$ cat config.mk
export PLATFORM = sky130hd
export DESIGN_NAME = sw_reg_bridge
export DESIGN_NICKNAME = d
export VERILOG_FILES = /design/src/rtl/srb_pkg.sv /design/src/rtl/srb_ctrl.sv /design/src/rtl/srb_datapath.sv /design/src/rtl/sw_reg_bridge.sv
export SDC_FILE = /design/constraint.sdc
export NUM_CORES = 1
export LEC_CHECK = 0
export BUFFER_PORTS_ARGS = -buffer_cell sky130_fd_sc_hd__buf_4
export CAP_MARGIN = 20
export CORE_AREA = 2 2 99 173
export DETAILED_ROUTE_END_ITERATION = 10
export DIE_AREA = 0 0 101 175
export PLACE_DENSITY = 0.69
export SLEW_MARGIN = 25
export SYNTH_ARGS = -nofsm -noshare
export SYNTH_HDL_FRONTEND = slang
export SYNTH_SLANG_ARGS = --single-unit
$ cat constraint.sdc
create_clock -name clk -period 3.13 [get_ports clk]
set_input_delay 0.1565 -clock clk [delete_from_list [all_inputs] [get_ports clk]]
set_output_delay 0.1565 -clock clk [all_outputs]
set_load 0.03 [all_outputs]
$ cat src/rtl/srb_pkg.sv
package srb_pkg;
  localparam int HOST_AW = 8;
  localparam int HOST_DW = 32;
  localparam int FIELD_W = 8;

  // byte offsets of the host words
  localparam logic [HOST_AW-1:0] OFS_CMD = 8'h2C;
  localparam logic [HOST_AW-1:0] OFS_WHI = 8'h30;
  localparam logic [HOST_AW-1:0] OFS_WLO = 8'h34;
  localparam logic [HOST_AW-1:0] OFS_RHI = 8'h38;
  localparam logic [HOST_AW-1:0] OFS_RLO = 8'h3C;
  localparam logic [HOST_AW-1:0] OFS_CTL = 8'h40;
  localparam logic [HOST_AW-1:0] OFS_EVT = 8'h44;

  // bit positions
  localparam int CMD_GO    = 0;
  localparam int CMD_WR    = 1;
  localparam int CMD_REG   = 16;
  localparam int CMD_PAGE  = 24;
  localparam int CTL_IRQEN = 1;
  localparam int CTL_REQ   = 3;
  localparam int CTL_GNT   = 4;
  localparam int CTL_INIT  = 6;

  typedef struct packed {
    logic ldWordHi;
    logic ldWordLo;
    logic clrEvents;
    logic takeRead;
  } dpStrobe_t;

  typedef struct packed {
    logic [FIELD_W-1:0] page;
    logic [FIELD_W-1:0] regOfs;
    logic               isWrite;
    logic               busy;
    logic               irqEn;
    logic               reqBit;
    logic               grant;
  } ctlState_t;
endpackage

$ cat src/rtl/srb_ctrl.sv
module srb_ctrl
  import srb_pkg::*;
(
  input  logic               clk,
  input  logic               rstN,
  input  logic               hostSel,
  input  logic               hostWe,
  input  logic [HOST_AW-1:0] hostAddr,
  input  logic [HOST_DW-1:0] hostWdata,
  input  logic               arbIdle,
  input  logic               swAck,
  output dpStrobe_t          strobe,
  output ctlState_t          st
);
  logic wrHit;
  logic cmdAccept;
  logic ackTake;

  assign wrHit     = hostSel & hostWe;
  assign cmdAccept = wrHit && (hostAddr == OFS_CMD) && hostWdata[CMD_GO]
                     && st.reqBit && st.grant && !st.busy;
  assign ackTake   = st.busy & swAck;

  always_comb begin
    strobe.ldWordHi  = wrHit && (hostAddr == OFS_WHI);
    strobe.ldWordLo  = wrHit && (hostAddr == OFS_WLO);
    strobe.clrEvents = wrHit && (hostAddr == OFS_EVT);
    strobe.takeRead  = ackTake && !st.isWrite;
  end

  // control word bits and ownership grant
  always_ff @(posedge clk or negedge rstN) begin
    if (!rstN) begin
      st.irqEn  <= 1'b0;
      st.reqBit <= 1'b0;
      st.grant  <= 1'b0;
    end else begin
      if (wrHit && (hostAddr == OFS_CTL)) begin
        st.irqEn  <= hostWdata[CTL_IRQEN];
        st.reqBit <= hostWdata[CTL_REQ];
      end
      st.grant <= st.reqBit & (st.grant | arbIdle);
    end
  end

  // command fields and busy flag
  always_ff @(posedge clk or negedge rstN) begin
    if (!rstN) begin
      st.page    <= '0;
      st.regOfs  <= '0;
      st.isWrite <= 1'b0;
      st.busy    <= 1'b0;
    end else if (cmdAccept) begin
      st.page    <= hostWdata[CMD_PAGE +: FIELD_W];
      st.regOfs  <= hostWdata[CMD_REG +: FIELD_W];
      st.isWrite <= hostWdata[CMD_WR];
      st.busy    <= 1'b1;
    end else if (ackTake) begin
      st.busy    <= 1'b0;
    end
  end

  a_r2_grant_rises_on_idle: assert property (@(posedge clk) disable iff (!rstN)
    $rose(st.grant) |-> $past(st.reqBit && arbIdle));
  a_r3_grant_drops: assert property (@(posedge clk) disable iff (!rstN)
    !st.reqBit |=> !st.grant);
  a_r5_busy_needs_grant: assert property (@(posedge clk) disable iff (!rstN)
    $rose(st.busy) |-> $past(st.grant && st.reqBit));
  a_r6_fields_hold: assert property (@(posedge clk) disable iff (!rstN)
    st.busy |=> $stable({st.page, st.regOfs, st.isWrite}));
  a_r7_ack_clears: assert property (@(posedge clk) disable iff (!rstN)
    (st.busy && swAck) |=> !st.busy);
endmodule

$ cat src/rtl/srb_datapath.sv
module srb_datapath
  import srb_pkg::*;
#(
  parameter int NUM_EVT = 13
) (
  input  logic                 clk,
  input  logic                 rstN,
  input  dpStrobe_t            strobe,
  input  ctlState_t            st,
  input  logic [HOST_AW-1:0]   hostAddr,
  input  logic [HOST_DW-1:0]   hostWdata,
  input  logic                 initDone,
  input  logic [NUM_EVT-1:0]   evtPulse,
  input  logic [2*HOST_DW-1:0] swRdata,
  output logic [HOST_DW-1:0]   hostRdata,
  output logic [2*HOST_DW-1:0] swWdata,
  output logic                 irqOut
);
  logic [HOST_DW-1:0] wordHi, wordLo, readHi, readLo;
  logic [NUM_EVT-1:0] pending;
  logic [HOST_DW-1:0] cmdWord, ctlWord;

  always_ff @(posedge clk or negedge rstN) begin
    if (!rstN) begin
      wordHi <= '0;
      wordLo <= '0;
    end else begin
      if (strobe.ldWordHi) wordHi <= hostWdata;
      if (strobe.ldWordLo) wordLo <= hostWdata;
    end
  end

  always_ff @(posedge clk or negedge rstN) begin
    if (!rstN) begin
      readHi <= '0;
      readLo <= '0;
    end else if (strobe.takeRead) begin
      readHi <= swRdata[2*HOST_DW-1:HOST_DW];
      readLo <= swRdata[HOST_DW-1:0];
    end
  end

  // one capture cell per event: a pulse beats a clear
  for (genvar i = 0; i < NUM_EVT; i++) begin : g_evt
    always_ff @(posedge clk or negedge rstN) begin
      if (!rstN)                                pending[i] <= 1'b0;
      else if (evtPulse[i])                     pending[i] <= 1'b1;
      else if (strobe.clrEvents && hostWdata[i]) pending[i] <= 1'b0;
    end

    a_r10_event_wins: assert property (@(posedge clk) disable iff (!rstN)
      evtPulse[i] |=> pending[i]);
    a_r9_clear_one: assert property (@(posedge clk) disable iff (!rstN)
      (strobe.clrEvents && hostWdata[i] && !evtPulse[i]) |=> !pending[i]);
  end

  always_comb begin
    cmdWord = '0;
    cmdWord[CMD_PAGE +: FIELD_W] = st.page;
    cmdWord[CMD_REG +: FIELD_W]  = st.regOfs;
    cmdWord[CMD_WR]              = st.isWrite;
    cmdWord[CMD_GO]              = st.busy;
    ctlWord = '0;
    ctlWord[CTL_IRQEN] = st.irqEn;
    ctlWord[CTL_REQ]   = st.reqBit;
    ctlWord[CTL_GNT]   = st.grant;
    ctlWord[CTL_INIT]  = initDone;
  end

  always_comb begin
    case (hostAddr)
      OFS_CMD: hostRdata = cmdWord;
      OFS_WHI: hostRdata = wordHi;
      OFS_WLO: hostRdata = wordLo;
      OFS_RHI: hostRdata = readHi;
      OFS_RLO: hostRdata = readLo;
      OFS_CTL: hostRdata = ctlWord;
      OFS_EVT: hostRdata = HOST_DW'(pending);
      default: hostRdata = '0;
    endcase
  end

  assign swWdata = {wordHi, wordLo};
  assign irqOut  = st.irqEn & (|pending);

  a_r7_read_capture: assert property (@(posedge clk) disable iff (!rstN)
    strobe.takeRead |=> ({readHi, readLo} == $past(swRdata)));
  a_r7_no_capture_idle: assert property (@(posedge clk) disable iff (!rstN)
    !strobe.takeRead |=> $stable({readHi, readLo}));
endmodule

$ cat src/rtl/sw_reg_bridge.sv
module sw_reg_bridge
  import srb_pkg::*;
#(
  parameter int NUM_EVT = 13
) (
  input  logic                 clk,
  input  logic                 rstN,
  input  logic                 hostSel,
  input  logic                 hostWe,
  input  logic [HOST_AW-1:0]   hostAddr,
  input  logic [HOST_DW-1:0]   hostWdata,
  output logic [HOST_DW-1:0]   hostRdata,
  output logic                 swReq,
  output logic                 swWrite,
  output logic [FIELD_W-1:0]   swPage,
  output logic [FIELD_W-1:0]   swReg,
  output logic [2*HOST_DW-1:0] swWdata,
  input  logic                 swAck,
  input  logic [2*HOST_DW-1:0] swRdata,
  input  logic                 arbIdle,
  input  logic                 initDone,
  input  logic [NUM_EVT-1:0]   evtPulse,
  output logic                 irqOut
);
  dpStrobe_t strobe;
  ctlState_t st;

  srb_ctrl u_ctrl (
    .clk(clk), .rstN(rstN), .hostSel(hostSel), .hostWe(hostWe),
    .hostAddr(hostAddr), .hostWdata(hostWdata), .arbIdle(arbIdle),
    .swAck(swAck), .strobe(strobe), .st(st)
  );

  srb_datapath #(.NUM_EVT(NUM_EVT)) u_dp (
    .clk(clk), .rstN(rstN), .strobe(strobe), .st(st), .hostAddr(hostAddr),
    .hostWdata(hostWdata), .initDone(initDone), .evtPulse(evtPulse),
    .swRdata(swRdata), .hostRdata(hostRdata), .swWdata(swWdata), .irqOut(irqOut)
  );

  assign swReq   = st.busy;
  assign swWrite = st.isWrite;
  assign swPage  = st.page;
  assign swReg   = st.regOfs;

  a_r4_req_fields_hold: assert property (@(posedge clk) disable iff (!rstN)
    (swReq && !swAck) |=> (swReq && $stable({swPage, swReg, swWrite})));
endmodule

Yosys cells after proc, flatten, opt, wreduce, memory -nomap -nowiden
Index checks and enable logic that the tools add are counted.

word-level totals
  register bits after elaboration = 162
  input port bits = 124
  output and inout bits = 115
  word-level logic and storage cells = 105

cells by class
  equal/unequal tests = 7
  multiplexer cells = 29
  bitwise operators = 5
  reductions and logical operators = 40

operator list
  operator                                                               number
  32-bit case mux with 7 select lines                                    1
  8-bit by 6-bit equality test with 1-bit output, second input constant  5
  1-bit two-way mux                                                      28
  2-bit nonzero test                                                     14
  1-bit logical AND                                                      23
  8-bit by 7-bit equality test with 1-bit output, second input constant  2
  13-bit OR reduction                                                    1
  1-bit AND                                                              4
  1-bit zero test                                                        2
  1-bit OR                                                               1

Logic depth before layout (Yosys ltp)
  word-level depth = 7
  depth in mapped cells = 7
  mapped depth without buffers = 4

Cells and area by module
A second synthesis with hierarchy kept.

second synthesis, totals
  cells, all modules = 515
  area total of the unflattened synthesis = 7478.4 µm²

by module, submodules not included
  module        instances  cells an instance  area an instance (µm²)  sequential area each (µm²)
  srb_datapath  1          456                6551.3                  3528.4
  srb_ctrl      1          59                 927.1                   525.5

Worst setup path after synthesis
OpenSTA, ideal clock, no wires.

  path kind = input-to-output
  start = input hostAddr[3]
  end = output hostRdata[11]
  arrival = 2.029 ns
  required time = 2.974 ns
  slack = 0.945 ns
  cell stages on the path = 5
  cells stage by stage = buf_2 > nor4_1 > a22o_1 > a221oi_1 > o21ai_0

between the ends
  longest elaborated chain between the ends = 2

ends and longest elaborated chain
  item                                                                                                              RTL line             RTL
  from (decl)                                                                                                       sw_reg_bridge.sv:10  input logic [HOST_AW-1:0] hostAddr,
  8-bit by 7-bit equality test with 1-bit output or 8-bit by 6-bit equality test with 1-bit output (tied branches)  srb_datapath.sv:71   case (hostAddr)
  32-bit case mux with 7 select lines *                                                                             srb_datapath.sv:71
  to (decl)                                                                                                         sw_reg_bridge.sv:12  output logic [HOST_DW-1:0] hostRdata,

Mark *: on every way between the ends. The rest lies on a longest branch, timed or not.

Worst setup path in the final report
  start = input hostAddr[3]
  end = output hostRdata[23]

The elaborated chain is that of the path after synthesis.

==> impl_metrics.py <==
metrics = {
    "die": {
        "fp.coreArea_um2": 16300,
        "ios": 239,
        "die_x_um": 101,
        "dieHeight_um": 175,
        "num_rows": 62,
        "initial_utilization": 0.461,
        "die-area_um2": 17700,
    },
    "timing": {
        "setup_viol": 0,
        "max_freq_mhz": 435,
        "rsz0062_at_grt": "false",
        "tightestPinTransition_ns": 0.967,
        "period_needed_ns": 2.30,
        "slew_headroom": 0.347,
        "fin_tns_setup_ns": 0,
        "slew_viol_final": 0,
        "fin_ws_ns": 0.831,
        "whs_ns": 0.0234,
        "finalHoldViolations": 0,
        "finalCritPeriodShare": 0.735,
        "fin_worst_skew_ns": 0.00637,
    },
    "placement": {
        "gp_congestion": 0.897,
        "dp_hpwl_um": 15100,
        "place_ws_ns": 0.695,
        "port_buffers": 238,
        "dp_cells": 928,
    },
    "hold_path": {
        "hold_class": "input port to register",
        "whs_endpoint": "u_dp.wordHi[4]",
        "hp-start": "hostWdata[4]",
        "hold-path-cell-count": 2,
    },
    "setup_path": {
        "startpoint_type": "input port",
        "reg2regPathDepth": 4,
        "cp.arrival_ns": 2.14,
        "critPathMaxFanout": 35,
        "critPathLaunch": "hostAddr[3]",
        "regToRegStartpoint": "u_ctrl.st[0]",
        "worstReg2RegEnd": "u_ctrl.st[19]",
        "end_kind": "output pin",
        "rrSetupSlack_ns": 1.56,
        "cp.required_ns": 2.97,
        "critPathKind": "input port to output pin",
    },
    "final_layout": {
        "final_common_cell": "buf_4",
        "syn_to_final_growth_pct": 47.0,
        "layout_common_cells": "buf_4, dfrtp_1, mux2_2",
        "post_route_cells_drive_above_1_share": 0.520,
        "diodes": 0,
        "stdcell_count": 1067,
        "nNetsFinal": 988,
        "fillCellCount": 1156,
    },
    "global_routing": {
        "grt_pass1_vias": 6607,
        "grt_pass1_wl_um": 34600,
        "grt_start_max_net_pins": 73,
        "grt-ovfl-total": 0,
        "track_usage": 0.258,
        "antenna_found_initial": 0,
    },
    "synthesis": {
        "netlist_area_um2": 7500,
        "synth_ff_type": "dfrtp_1",
        "synth_seq_cells": 162,
        "synth_cells": 532,
        "avgSynthCellArea_um2": 14.1,
        "async_reset_ff_frac": 1.00,
        "yosysSeqAreaShare": 0.540,
        "synth_nets": 656,
        "synth_edf_count": 0,
        "synth_cell_types": 45,
        "synth_warnings": 0,
    },
    "drt": {
        "antenna_left": 0,
        "num_vias": 5958,
        "wl_per_cell_um": 21.0,
        "drtPass1Iterations": 4,
        "drc_errors": 0,
        "drtIter0Drc": 172,
        "viasPerCell": 5.58,
        "wl_um": 22400,
    },
    "run": {
        "max_cap_viol_count": 0,
    },
    "clocking": {
        "cts_tree": "built",
        "clk_latency_ns": 0.43,
        "cts_resized": 0,
        "numCtsBuffers": 17,
        "htree_levels": 4,
        "cts-root-buf": "clkbuf_16",
        "clkTransAtPathRegs_ns": 0.07,
        "clock_path_buffers": 2,
        "clock-sinks": 162,
    },
    "pwr": {
        "vdd_drop_max_v": 0.000286,
        "p_per_area_nw_per_um2": 430,
        "power_leakage_nw": 5.36,
    },
    "status": {
        "status": "completed",
    },
}
critical path, cell delays in order:
cell and delay, ns:
buf_4 0.44, and4bb_2 0.52, and4b_1 0.33, buf_4 0.29, a22o_1 0.21, buf_4 0.16
cell type report:
cell class	count	area, um^2	area share
clock buffers	17	425	0.0386
clock inverters	13	108	0.00976
inverters	2	7.51	0.000681
multi-input cells	320	3170	0.287
flip-flops and latches	162	4050	0.368
well taps	192	240	0.0218
repair buffers	361	3020	0.274
cells by family after synthesis:
kind of cell           count (synthesis)  share of synthesized area
AO/OA/AOI/OAI                         79                     0.0794
buffers and inverters                 50                     0.0395
flip-flops                           162                      0.540
multiplexers                         172                      0.284
AND/OR/NAND/NOR                       69                     0.0564
cells in the mapped netlist, types with 3 or more instances:
cell type / n / area [um^2]
a21o_1: 14 / 105
a32o_1: 3 / 30.0
buf_6: 4 / 45.0
nand2_1: 28 / 105
mux2i_1: 5 / 50.1
a22o_1: 24 / 210
nor2_1: 7 / 26.3
nor3_1: 4 / 20.0
buf_2: 12 / 60.1
a21oi_1: 5 / 25.0
a221oi_1: 5 / 43.8
clkbuf_1: 14 / 52.6
mux2_2: 144 / 1620
buf_4: 17 / 128
mux4_2: 18 / 405
nand3_1: 6 / 30.0
mux2_1: 5 / 56.3
dfrtp_1: 162 / 4050
a22oi_1: 9 / 67.6
nor4_1: 3 / 18.8
o21ai_0: 13 / 65.1
power breakdown:
part	switching [mW]	internal (mW)	total [mW]	leakage [nW]
sequential	0.0589	2.19	2.25	2.13
clock	0.881	1.02	1.90	0.250
combinational	0.252	0.339	0.591	2.98
sequential cells by signal, summed over array words and instances, names as in the netlist:
register and count:
u_dp.readHi 32, u_dp.readLo 32, u_dp.wordHi 32, u_dp.wordLo 32
u_ctrl.st 21, u_dp.pending 13
stage by stage:
step / total power, mW / instance area, um^2 / utilization
2_1_floorplan: 2.48 / 7500 / -
3_3_place_gp: 2.74 / 9400 / 0.577
3_5_place_dp: 2.77 / 9400 / 0.577
4_1_cts: 4.77 / 11000 / 0.677
5_1_grt: 4.91 / 11000 / 0.677
6_report: 4.74 / 11000 / 0.677
how the worst max path moves through the flow:
stage | to | slack (ns) | cells past startpoint
after floorplan | hostRdata[11] | 0.94 | 5
after global placement | u_ctrl.st[18] | 0.81 | 5
after detailed placement | u_ctrl.st[18] | 0.69 | 5
after CTS | hostRdata[23] | 0.83 | 6
after global routing | hostRdata[12] | 0.75 | 8
final | hostRdata[23] | 0.83 | 6
what timing repair did:
item,in CTS,in global routing
buffers inserted,0,0
hold endpoints to repair,219,0
hold buffers,109,0
metal layers:
layer  track usage  vias to the layer above  routed length, um
met1         0.283                     3026               8060
met3        0.0528                       50               1260
met4         0.117                        0                719
met5             0                        -                  0
li1              -                     2639                  -
met2         0.468                      243              12400
No activity file was read; power rests on OpenSTA's default activity.
